[src/rtl/flash_seq_pkg.sv]
package flash_seq_pkg;
  localparam int FL_AW  = 17;
  localparam int FL_DW  = 8;
  localparam int SECT_W = 3;
  localparam int STEP_W = 3;

  typedef enum logic [2:0] {
    OP_RESET  = 3'd0,
    OP_MFR_ID = 3'd1,
    OP_DEV_ID = 3'd2,
    OP_PROG   = 3'd3,
    OP_ERASE  = 3'd4,
    OP_READ   = 3'd5
  } fl_op_e;

  typedef enum logic [1:0] {
    ERR_NONE    = 2'd0,
    ERR_DEVICE  = 2'd1,
    ERR_TIMEOUT = 2'd2
  } fl_err_e;

  typedef struct packed {
    logic             rd;
    logic [FL_AW-1:0] addr;
    logic [FL_DW-1:0] data;
    logic             last;
  } fl_step_t;

  localparam logic [FL_AW-1:0] UNLOCK_A = 17'h05555;
  localparam logic [FL_AW-1:0] UNLOCK_B = 17'h02AAA;
endpackage

[src/rtl/flash_cmd_rom.sv]
module flash_cmd_rom
  import flash_seq_pkg::*;
(
  input  fl_op_e            op,
  input  logic [STEP_W-1:0] idx,
  input  logic [FL_AW-1:0]  tgt_addr,
  input  logic [FL_DW-1:0]  tgt_data,
  output fl_step_t          step
);
  logic [FL_DW-1:0] cmd_byte;

  always_comb begin
    case (op)
      OP_RESET: cmd_byte = 8'hF0;
      OP_PROG:  cmd_byte = 8'hA0;
      default:  cmd_byte = 8'h90;
    endcase
  end

  always_comb begin
    step = '{rd: 1'b0, addr: UNLOCK_A, data: 8'hAA, last: 1'b0};
    case (op)
      OP_ERASE: begin
        case (idx)
          3'd1, 3'd4: begin step.addr = UNLOCK_B; step.data = 8'h55; end
          3'd2:       step.data = 8'h80;
          3'd5: begin
            step.addr = {tgt_addr[FL_AW-1 -: SECT_W], {(FL_AW-SECT_W){1'b0}}};
            step.data = 8'h30;
            step.last = 1'b1;
          end
          default: ;
        endcase
      end
      OP_READ: begin
        step.rd   = 1'b1;
        step.addr = tgt_addr;
        step.last = 1'b1;
      end
      default: begin
        case (idx)
          3'd0: ;
          3'd1: begin step.addr = UNLOCK_B; step.data = 8'h55; end
          3'd2: begin step.data = cmd_byte; step.last = (op == OP_RESET); end
          default: begin
            step.last = 1'b1;
            if (op == OP_PROG) begin
              step.addr = tgt_addr;
              step.data = tgt_data;
            end else begin
              step.rd   = 1'b1;
              step.addr = {{(FL_AW-1){1'b0}}, (op == OP_DEV_ID)};
            end
          end
        endcase
      end
    endcase
  end
endmodule

[src/rtl/flash_bus_if.sv]
module flash_bus_if
  import flash_seq_pkg::*;
#(
  parameter int STROBE_CYC = 2
) (
  input  logic             clk,
  input  logic             rst,
  input  logic             start,
  input  fl_step_t         req,
  output logic             cyc_done,
  output logic [FL_DW-1:0] rdata,
  output logic             ce_n,
  output logic             oe_n,
  output logic             we_n,
  output logic [FL_AW-1:0] addr,
  output logic [FL_DW-1:0] dq_out,
  output logic             dq_oe,
  input  logic [FL_DW-1:0] dq_in
);
  localparam int CNT_W = $clog2(STROBE_CYC) + 1;
  localparam logic [CNT_W-1:0] CNT_LAST = CNT_W'(STROBE_CYC - 1);

  typedef enum logic [2:0] {B_IDLE, B_CE, B_ADDR, B_STB, B_REL} ph_e;
  ph_e              ph;
  logic [CNT_W-1:0] cnt;
  fl_step_t         held;

  always_ff @(posedge clk) begin
    if (rst) begin
      ph       <= B_IDLE;
      cnt      <= '0;
      held     <= '0;
      cyc_done <= 1'b0;
      rdata    <= '0;
      ce_n     <= 1'b1;
      oe_n     <= 1'b1;
      we_n     <= 1'b1;
      addr     <= '0;
      dq_out   <= '0;
      dq_oe    <= 1'b0;
    end else begin
      cyc_done <= 1'b0;
      case (ph)
        B_IDLE: if (start) begin
          held <= req;
          ce_n <= 1'b0;
          ph   <= B_CE;
        end
        B_CE: begin
          addr   <= held.addr;
          dq_out <= held.data;
          dq_oe  <= !held.rd;
          ph     <= B_ADDR;
        end
        B_ADDR: begin
          if (held.rd) oe_n <= 1'b0;
          else         we_n <= 1'b0;
          cnt <= '0;
          ph  <= B_STB;
        end
        B_STB: begin
          if (cnt == CNT_LAST) begin
            oe_n <= 1'b1;
            we_n <= 1'b1;
            if (held.rd) rdata <= dq_in;
            ph <= B_REL;
          end else begin
            cnt <= cnt + 1'b1;
          end
        end
        default: begin
          ce_n     <= 1'b1;
          dq_oe    <= 1'b0;
          cyc_done <= 1'b1;
          ph       <= B_IDLE;
        end
      endcase
    end
  end


  oe_we_excl_chk: assert property (@(posedge clk) disable iff (rst) !(!oe_n && !we_n));

  stb_in_ce_chk: assert property (@(posedge clk) disable iff (rst) (!oe_n || !we_n) |-> !ce_n);

  ce_rise_chk: assert property (@(posedge clk) disable iff (rst) $rose(ce_n) |-> ($past(oe_n) && $past(we_n)));

  stb_addr_chk: assert property (@(posedge clk) disable iff (rst)
    (!oe_n || !we_n) |=> ((oe_n && we_n) || $stable(addr)));

  dq_drive_chk: assert property (@(posedge clk) disable iff (rst) dq_oe |-> oe_n);

  start_idle_chk: assert property (@(posedge clk) disable iff (rst) start |-> (ph == B_IDLE));
endmodule

[src/rtl/flash_poll_eval.sv]
module flash_poll_eval
  import flash_seq_pkg::*;
(
  input  logic [FL_DW-1:0] status,
  input  logic             is_erase,
  input  logic             want_b7,
  output logic             complete,
  output logic             failed
);
  assign complete = is_erase ? status[7] : (status[7] == want_b7);
  assign failed   = !complete && status[5];
endmodule

[src/rtl/flash_cmd_seq.sv]
module flash_cmd_seq
  import flash_seq_pkg::*;
#(
  parameter int STROBE_CYC = 2,
  parameter int POLL_W     = 16
) (
  input  logic              clk,
  input  logic              rst,
  input  logic              req_valid,
  input  logic [2:0]        req_op,
  input  logic [FL_AW-1:0]  req_addr,
  input  logic [FL_DW-1:0]  req_data,
  input  logic [POLL_W-1:0] poll_limit,
  output logic              busy,
  output logic              done,
  output logic [1:0]        done_err,
  output logic [FL_DW-1:0]  rd_data,
  output logic              fl_ce_n,
  output logic              fl_oe_n,
  output logic              fl_we_n,
  output logic [FL_AW-1:0]  fl_addr,
  output logic [FL_DW-1:0]  fl_dq_out,
  output logic              fl_dq_oe,
  input  logic [FL_DW-1:0]  fl_dq_in
);
  localparam logic [POLL_W:0] POLL_ONE = (POLL_W+1)'(1);

  typedef enum logic [1:0] {S_IDLE, S_SEQ, S_POLL, S_ABORT} st_e;
  st_e               state;
  fl_op_e            op_q;
  logic [FL_AW-1:0]  addr_q, poll_addr;
  logic [FL_DW-1:0]  data_q;
  logic [POLL_W-1:0] lim_q, polls;
  logic [STEP_W-1:0] idx;
  fl_err_e           err_q;
  logic              bus_start, bus_done;
  logic [FL_DW-1:0]  bus_rdata;
  fl_step_t          rom_step, bus_req;
  logic              st_complete, st_failed, budget_out;

  flash_cmd_rom rom_i (
    .op(op_q), .idx(idx), .tgt_addr(addr_q), .tgt_data(data_q), .step(rom_step)
  );

  flash_poll_eval eval_i (
    .status(bus_rdata), .is_erase(op_q == OP_ERASE), .want_b7(data_q[7]),
    .complete(st_complete), .failed(st_failed)
  );

  always_comb begin
    case (state)
      S_POLL:  bus_req = '{rd: 1'b1, addr: poll_addr, data: 8'h00, last: 1'b1};
      S_ABORT: bus_req = '{rd: 1'b0, addr: UNLOCK_A, data: 8'hF0, last: 1'b1};
      default: bus_req = rom_step;
    endcase
  end

  flash_bus_if #(.STROBE_CYC(STROBE_CYC)) bus_i (
    .clk(clk), .rst(rst), .start(bus_start), .req(bus_req),
    .cyc_done(bus_done), .rdata(bus_rdata),
    .ce_n(fl_ce_n), .oe_n(fl_oe_n), .we_n(fl_we_n), .addr(fl_addr),
    .dq_out(fl_dq_out), .dq_oe(fl_dq_oe), .dq_in(fl_dq_in)
  );

  assign budget_out = ({1'b0, polls} + POLL_ONE) >= {1'b0, lim_q};
  assign busy       = (state != S_IDLE);

  always_ff @(posedge clk) begin
    if (rst) begin
      state     <= S_IDLE;
      op_q      <= OP_RESET;
      addr_q    <= '0;
      data_q    <= '0;
      lim_q     <= '0;
      polls     <= '0;
      idx       <= '0;
      poll_addr <= '0;
      err_q     <= ERR_NONE;
      bus_start <= 1'b0;
      done      <= 1'b0;
      done_err  <= ERR_NONE;
      rd_data   <= '0;
    end else begin
      bus_start <= 1'b0;
      done      <= 1'b0;
      case (state)
        S_IDLE: if (req_valid) begin
          op_q      <= fl_op_e'(req_op);
          addr_q    <= req_addr;
          data_q    <= req_data;
          lim_q     <= poll_limit;
          polls     <= '0;
          idx       <= '0;
          bus_start <= 1'b1;
          state     <= S_SEQ;
        end
        S_SEQ: if (bus_done) begin
          if (!rom_step.last) begin
            idx       <= idx + 1'b1;
            bus_start <= 1'b1;
          end else begin
            if (rom_step.rd) rd_data <= bus_rdata;
            if (op_q == OP_PROG || op_q == OP_ERASE) begin
              poll_addr <= rom_step.addr;
              bus_start <= 1'b1;
              state     <= S_POLL;
            end else begin
              done     <= 1'b1;
              done_err <= ERR_NONE;
              state    <= S_IDLE;
            end
          end
        end
        S_POLL: if (bus_done) begin
          if (st_complete) begin
            done     <= 1'b1;
            done_err <= ERR_NONE;
            state    <= S_IDLE;
          end else if (st_failed || budget_out) begin
            err_q     <= st_failed ? ERR_DEVICE : ERR_TIMEOUT;
            bus_start <= 1'b1;
            state     <= S_ABORT;
          end else begin
            polls     <= polls + 1'b1;
            bus_start <= 1'b1;
          end
        end
        default: if (bus_done) begin
          done     <= 1'b1;
          done_err <= err_q;
          state    <= S_IDLE;
        end
      endcase
    end
  end


  done_pulse_chk: assert property (@(posedge clk) disable iff (rst) done |=> !done);

  done_idle_chk: assert property (@(posedge clk) disable iff (rst) done |-> !busy);

  poll_budget_chk: assert property (@(posedge clk) disable iff (rst)
    (state == S_POLL) |-> (({1'b0, polls} < {1'b0, lim_q}) || (polls == '0)));
endmodule

[config.mk]
export PLATFORM = sky130hd
export DESIGN_NAME = flash_cmd_seq
export DESIGN_NICKNAME = d
export VERILOG_FILES = /design/src/rtl/flash_seq_pkg.sv /design/src/rtl/flash_cmd_rom.sv /design/src/rtl/flash_bus_if.sv /design/src/rtl/flash_poll_eval.sv /design/src/rtl/flash_cmd_seq.sv
export SDC_FILE = /design/constraint.sdc
export NUM_CORES = 1
export LEC_CHECK = 0
export ABC_CLOCK_PERIOD_IN_PS = 3500
export CORE_MARGIN = 2
export CORE_UTILIZATION = 35
export CTS_CLUSTER_SIZE = 28
export DETAILED_ROUTE_END_ITERATION = 10
export GPL_TIMING_DRIVEN = 0
export PLACE_DENSITY_LB_ADDON = 0.25
export SETUP_SLACK_MARGIN = 0.4
export SLEW_MARGIN = 30
export SYNTH_ARGS = -nofsm -noshare
export SYNTH_HDL_FRONTEND = slang
export SYNTH_SLANG_ARGS = --single-unit
[constraint.sdc]
create_clock -name clk -period 3.5 [get_ports clk]
set_input_delay 0.7 -clock clk [delete_from_list [all_inputs] [get_ports clk]]
set_output_delay 0.7 -clock clk [all_outputs]
set_load 0.03 [all_outputs]
==> impl_metrics.toml, run 1 <==
[synth]
ys_warn_count = 0
synth_top_area_cell = "dfxtp_1"
ys_seq_area_share_pct = 41.6
syn_inst = 1007
synth_edf_count = 0
synth_top_area_share_pct = 41.6
synth_commonest_cells = "nand2_1, dfxtp_1, a21oi_1"
synthesis.nets = 1089
synth_most_common_cell = "nand2_1"
ys_seq_elements = 165
syn_area_um2 = 7930
synthArstFlopShare_pct = 0
synth.area.top_cells = "dfxtp_1, nand2_1, a21oi_1"
synth_cell_type_count = 62
synth_ff_type = "dfxtp_1"
avgSynthCellArea_um2 = 7.88

[sta]
slew_viol_final = 0
period_minus_slack_ps = 3270
hold_viol = 0
slew_headroom_pct = 35.5
max_freq_mhz = 306
worst_pin_slew_ps = 943
rsz0062_at_grt = "yes"
tns_ps = 0
fin_crit_sh_pct = 93.5
finalSetupViolations = 0
clock_skew_ps = 11.7

[critical_path]
critPathLaunchType = "flop"
reg2reg_depth = 15
crit_required_ps = 3870
critPathKind = "reg -> reg"
cp.arrival_ps = 3650
path_max_fanout = 5
end_kind = "flop"

[drt]
first_pass_iters = 5
drt-total-wl_um = 23900
highest_layer = "met4"
drtIter0Drc = 499
met3_length_um = 1280
wl_met2_um = 11200
met1_length_um = 10800
ant_nets = 0
drc = 0
num_vias = 7574
wl_per_cell_um = 16.4
vias_per_cell = 5.20

[outcome]
status = "finished, final reports clean"

[pwr]
power_switching_mw = 1.83
power.leakage_nw = 3.76
p_seq_share_pct = 39.7
power_per_cell_area_nw_per_um2 = 516
clkPwrFrac_pct = 33.9
comb_power_share_pct = 26.3
ir_worst_vdd_mv = 0.391
internal_power_mw = 3.53
switching_share_pct = 34.2

[placement]
dpl_cell_area_um2 = 9260
io_buffers = 95
gp_congestion = 0.889
dpl.hpwl_um = 16800

[floorplanning]
io_pins = 96
dieHeight_um = 155
dieWidth_um = 155
rows = 55
die_area_um2 = 23900
coreArea_um2 = 22400
start_util_pct = 35.4

[cts]
clock_latency_ps = 440
cts_sinks = 165
clock_path_buffers = 2
cts_tree = "done"
holdBufCountCts = 0
clockRootBuffer = "clkbuf_16"
clkTransAtPathRegs_ps = 70
numCtsBuffers = 17
htree_levels = 4

[global_route]
grt_pass1_vias = 7249
antenna_found_initial = 0
grt_max_degree = 17
grt-ovfl-total = 0
grt_pass1_wl_um = 38200
grt_usage_pct = 20.3

[worst_hold_path]
hold_class = "reg -> reg"
hold_path_depth = 2

[cells_and_area]
drive_gt1_share_pct = 12.6
area_growth_pct = 31.2
finalInstanceArea_um2 = 10400
final_util_pct = 46.4
final_nets = 1240
diodes = 0

[job]
maxCapViolCount = 0
[per-stage QoR]
step | total power [mW] | hold slack [ps] | instances | worst slack, ps
global route | 5.66 | 471 | 1456 | 94.2
CTS | 5.38 | 445 | 1453 | 343
global placement | 3.46 | 441 | 1387 | -145
finish | 5.37 | 449 | 1456 | 227
detailed placement | 3.47 | 445 | 1387 | -204
floorplan | 3.02 | 429 | 1007 | 450
[metal layers]
| metal | vias to the layer above | GRT usage (%) |
|---|---|---|
| li1 | 3800 | - |
| met1 | 3526 | 26.2 |
| met2 | 209 | 33.3 |
| met3 | 39 | 4.37 |
| met4 | 0 | 7.89 |
| met5 | - | 0 |
[power by group through the flow]
stage               Combinational (mW)  Sequential (mW)  Clock [mW]
floorplan                        0.836             2.18           0
global placement                  1.28             2.18           0
detailed placement                1.29             2.18           0
CTS                               1.38             2.13        1.86
global route                      1.56             2.15        1.94
finish                            1.41             2.13        1.82
[critical path: stages (launching register included)]
cell      delay, ps
dfxtp_2         320
buf_6           100
and3_4          170
buf_8           100
nand4_1         200
or2_4           340
xnor2_2         150
ha_1            320
nand4_1         130
nor3_2           70
a221oi_2        310
nand4_1         210
buf_4           190
buf_6           100
or4_4           400
nand4_1          90
[flip-flops by register name (all words and copies together) (netlist names), 2 cells and up]
register / flops
polls: 16
bus_i.ph: 3
bus_i.addr: 17
done_err: 2
err_q: 2
bus_i.rdata: 8
data_q: 8
bus_i.dq_out: 8
state: 2
addr_q: 17
op_q: 3
idx: 3
lim_q: 16
bus_i.held: 26
poll_addr: 17
rd_data: 8
bus_i.cnt: 2
[what timing repair did]
item                                    4_1_cts  5_1_grt
cloned                                        2        0
endpoints found under the setup margin       39       56
gates resized for setup                      51       34
pin swaps                                    14       14
buffers inserted                             32        3
[kinds of logic (layout without fill, tap and decap cells)]
kind of cell / count (synthesis) / in the layout / share of synthesized area (%)
multiplexers: 25 / 25 / 3.25
XOR/XNOR: 15 / 15 / 1.66
buffers and inverters: 103 / 267 / 5.17
adder cells (fa/ha/maj): 27 / 27 / 4.26
AO/OA/AOI/OAI: 258 / 258 / 19.9
flip-flops: 165 / 165 / 41.6
AND/OR/NAND/NOR: 414 / 414 / 24.1
[cells in the final DEF (no fill, tap or decap), drive strengths merged, types with 17 or more instances in the layout]
| master | netlist | final |
|---|---|---|
| a21oi | 117 | 117 |
| buf | 14 | 49 |
| clkbuf | 57 | 79 |
| clkdlybuf4s50 | 0 | 94 |
| dfxtp | 165 | 165 |
| ha | 27 | 27 |
| inv | 32 | 39 |
| mux2i | 19 | 19 |
| nand2 | 199 | 199 |
| nand2b | 21 | 21 |
| nand3 | 17 | 17 |
| nor2 | 85 | 85 |
| nor3 | 23 | 23 |
| o21ai | 53 | 53 |
[layout make-up]
type / instances / area [µm²]
Timing Repair Buffer: 132 / 1270
Sequential cell: 165 / 3320
Inverter: 32 / 120
Clock buffer: 20 / 467
Tap cell: 285 / 357
Fill cell: 2259 / 12000
Multi-Input combinational cell: 739 / 4450
Clock inverter: 12 / 104
Buffer: 71 / 325
[final timing paths]
kind | startpoint | to | slack [ps]
worst max-delay path | polls[2] | state[1] | 230
worst min-delay path | bus_i.held[24] | bus_i.addr[15] | 450
worst max register to register | polls[2] | state[1] | 230
worst min register to register | bus_i.held[24] | bus_i.addr[15] | 450
Power figures use the tool's default switching activity.
==> run 2: changes to the inputs <==
- ABC_CLOCK_PERIOD_IN_PS: 3500 -> unset
- CORE_ASPECT_RATIO: unset -> 2
==> run 2 against run 1 <==
  * Wire length about the same
  * Clock skew shrank 1.2 ps
  * Sequential share of layout area rose by 0.21 points
  * Power rose by 0.45%
  * Via count grew 1.3%
  * Critical path depth down 1
  * Final cell count is 0.96% lower
  * Sequential power is essentially flat
  * Worst setup slack better by 34 ps
  * Critical path type unchanged
==> impl_metrics.toml, run 2 (synthesis gave the netlist of run 1 again) <==
[cts]
numCtsBuffers = 17
clkTransAtPathRegs_ps = 70
cts_tree = "done"
clockRootBuffer = "clkbuf_16"
holdBufCountCts = 0
cts_sinks = 165
clock_path_buffers = 2
htree_levels = 4
clock_latency_ps = 440

[pwr]
switching_share_pct = 33.5
power_per_cell_area_nw_per_um2 = 523
p_seq_share_pct = 39.7
power_switching_mw = 1.81
ir_worst_vdd_mv = 0.332
internal_power_mw = 3.59
power.leakage_nw = 3.71
comb_power_share_pct = 26.0
clkPwrFrac_pct = 34.3

[floorplanning]
dieHeight_um = 217
dieWidth_um = 110
die_area_um2 = 24000
start_util_pct = 35.3
rows = 78
io_pins = 96
coreArea_um2 = 22400

[job]
maxCapViolCount = 0

[worst_hold_path]
hold_class = "reg -> reg"
whs_endpoint = "data_q[6]"
hold_path_depth = 2
hp-start = "data_q[6]"

[drt]
first_pass_iters = 5
ant_nets = 0
drt-total-wl_um = 23900
vias_per_cell = 5.32
drtIter0Drc = 417
drc = 0
num_vias = 7670
wl_per_cell_um = 16.6

[critical_path]
crit_required_ps = 3820
cp.arrival_ps = 3560
end_kind = "flop"
reg2reg_slack_ps = 260
reg2reg_depth = 14
critPathLaunchType = "flop"
path_max_fanout = 6
reg2reg_to = "polls[15]"
r2r-start = "polls[2]"
critPathKind = "reg -> reg"

[cells_and_area]
area_growth_pct = 30.1
final_nets = 1231
final_common_cell = "nand2_1"
finalInstanceArea_um2 = 10300
final_util_pct = 46.0
largest_reg_flops = 26
diodes = 0
largest-register = "bus_i.held"
final_cell_mix = "nand2_1, dfxtp_1, a21oi_1, clkdlybuf4s50_1, nor2_1"
drive_gt1_share_pct = 11.6

[outcome]
status = "finished, final reports clean"

[placement]
dp_slack_ps = -213
dpl.hpwl_um = 16900
dpl_cell_area_um2 = 9250
gp_congestion = 0.880
io_buffers = 95

[sta]
hold_viol = 0
finalHoldWorstSlack_ps = 455
clock_skew_ps = 10.5
slew_headroom_pct = 47.5
finalSetupViolations = 0
slew_viol_final = 0
fin_crit_sh_pct = 92.6
worst_pin_slew_ps = 768
tns_ps = 0
max_freq_mhz = 309
period_minus_slack_ps = 3240
rsz0062_at_grt = "yes"
fin_ws_ps = 260

[global_route]
grt_pass1_vias = 7571
grt_usage_pct = 19.8
grt_max_degree = 17
antenna_found_initial = 0
grt-ovfl-total = 0
grt_pass1_wl_um = 38400
-- run 2: cell count changes in the layout (fill, tap and decap cells not counted), sizes merged --
cell | before | now
clkinvlp | 3 | 2
bufinv | 0 | 1
inv | 39 | 38
buf | 49 | 43
clkbuf | 79 | 77
-- run 2: worst max-delay path by stage --
stage | slack, ps | startpoint | to | cells past startpoint
2_1_floorplan | 450 | polls[2] | polls[14] | 15
3_3_place_gp | -170 | polls[0] | polls[2] | 13
3_5_place_dp | -210 | polls[0] | polls[2] | 13
4_1_cts | 350 | polls[2] | polls[5] | 16
5_1_grt | 150 | polls[2] | polls[15] | 14
6_report | 260 | polls[2] | polls[15] | 14
-- run 2: final cells by class --
| cell class | count | area (µm²) |
|---|---|---|
| fillers | 2229 | 12100 |
| inverters | 32 | 120 |
| well taps | 280 | 350 |
| multi-input cells | 739 | 4420 |
| plain buffers | 71 | 324 |
| clock buffers | 21 | 460 |
| clock inverters | 11 | 116 |
| repair buffers | 123 | 1210 |
| flip-flops and latches | 165 | 3320 |
-- run 2: timing repair --
action | 4_1_cts | 5_1_grt
gates cloned | 2 | 0
pin swaps | 12 | 28
gates resized for setup | 39 | 42
setup buffers | 19 | 7
setup endpoints to repair | 21 | 48
-- run 2: critical path, stage by stage, from the launching register on --
cell and delay [ps]:
dfxtp_2 330, buf_6 100, and3_4 170, buf_8 100, nand4_1 210, or2_4 340, xnor2_2 140, ha_1 300
nand4_1 130, nor3_2 70, a221oi_2 310, nand4_1 240, buf_6 220, nor3_2 140, mux2_4 310
-- run 2: per-layer routing --
| layer | global-route usage, % | part of all wire, % |
|---|---|---|
| met1 | 24.5 | 44 |
| met2 | 33.7 | 48 |
| met3 | 4.01 | 5.7 |
| met4 | 7.79 | 2.5 |
| met5 | 0 | 0 |
-- run 2: per-stage QoR --
step                instances  total power, mW
floorplan                1007             3.02
global placement         1382             3.45
detailed placement       1382             3.46
CTS                      1435             5.39
global route             1442             5.67
finish                   1442             5.39
-- run 2: power groups by stage --
stage	registers [mW]	logic [mW]	clock network, mW
floorplan	2.18	0.836	0
global placement	2.18	1.27	0
detailed placement	2.18	1.28	0
CTS	2.14	1.38	1.88
global route	2.16	1.54	1.96
finish	2.14	1.40	1.85
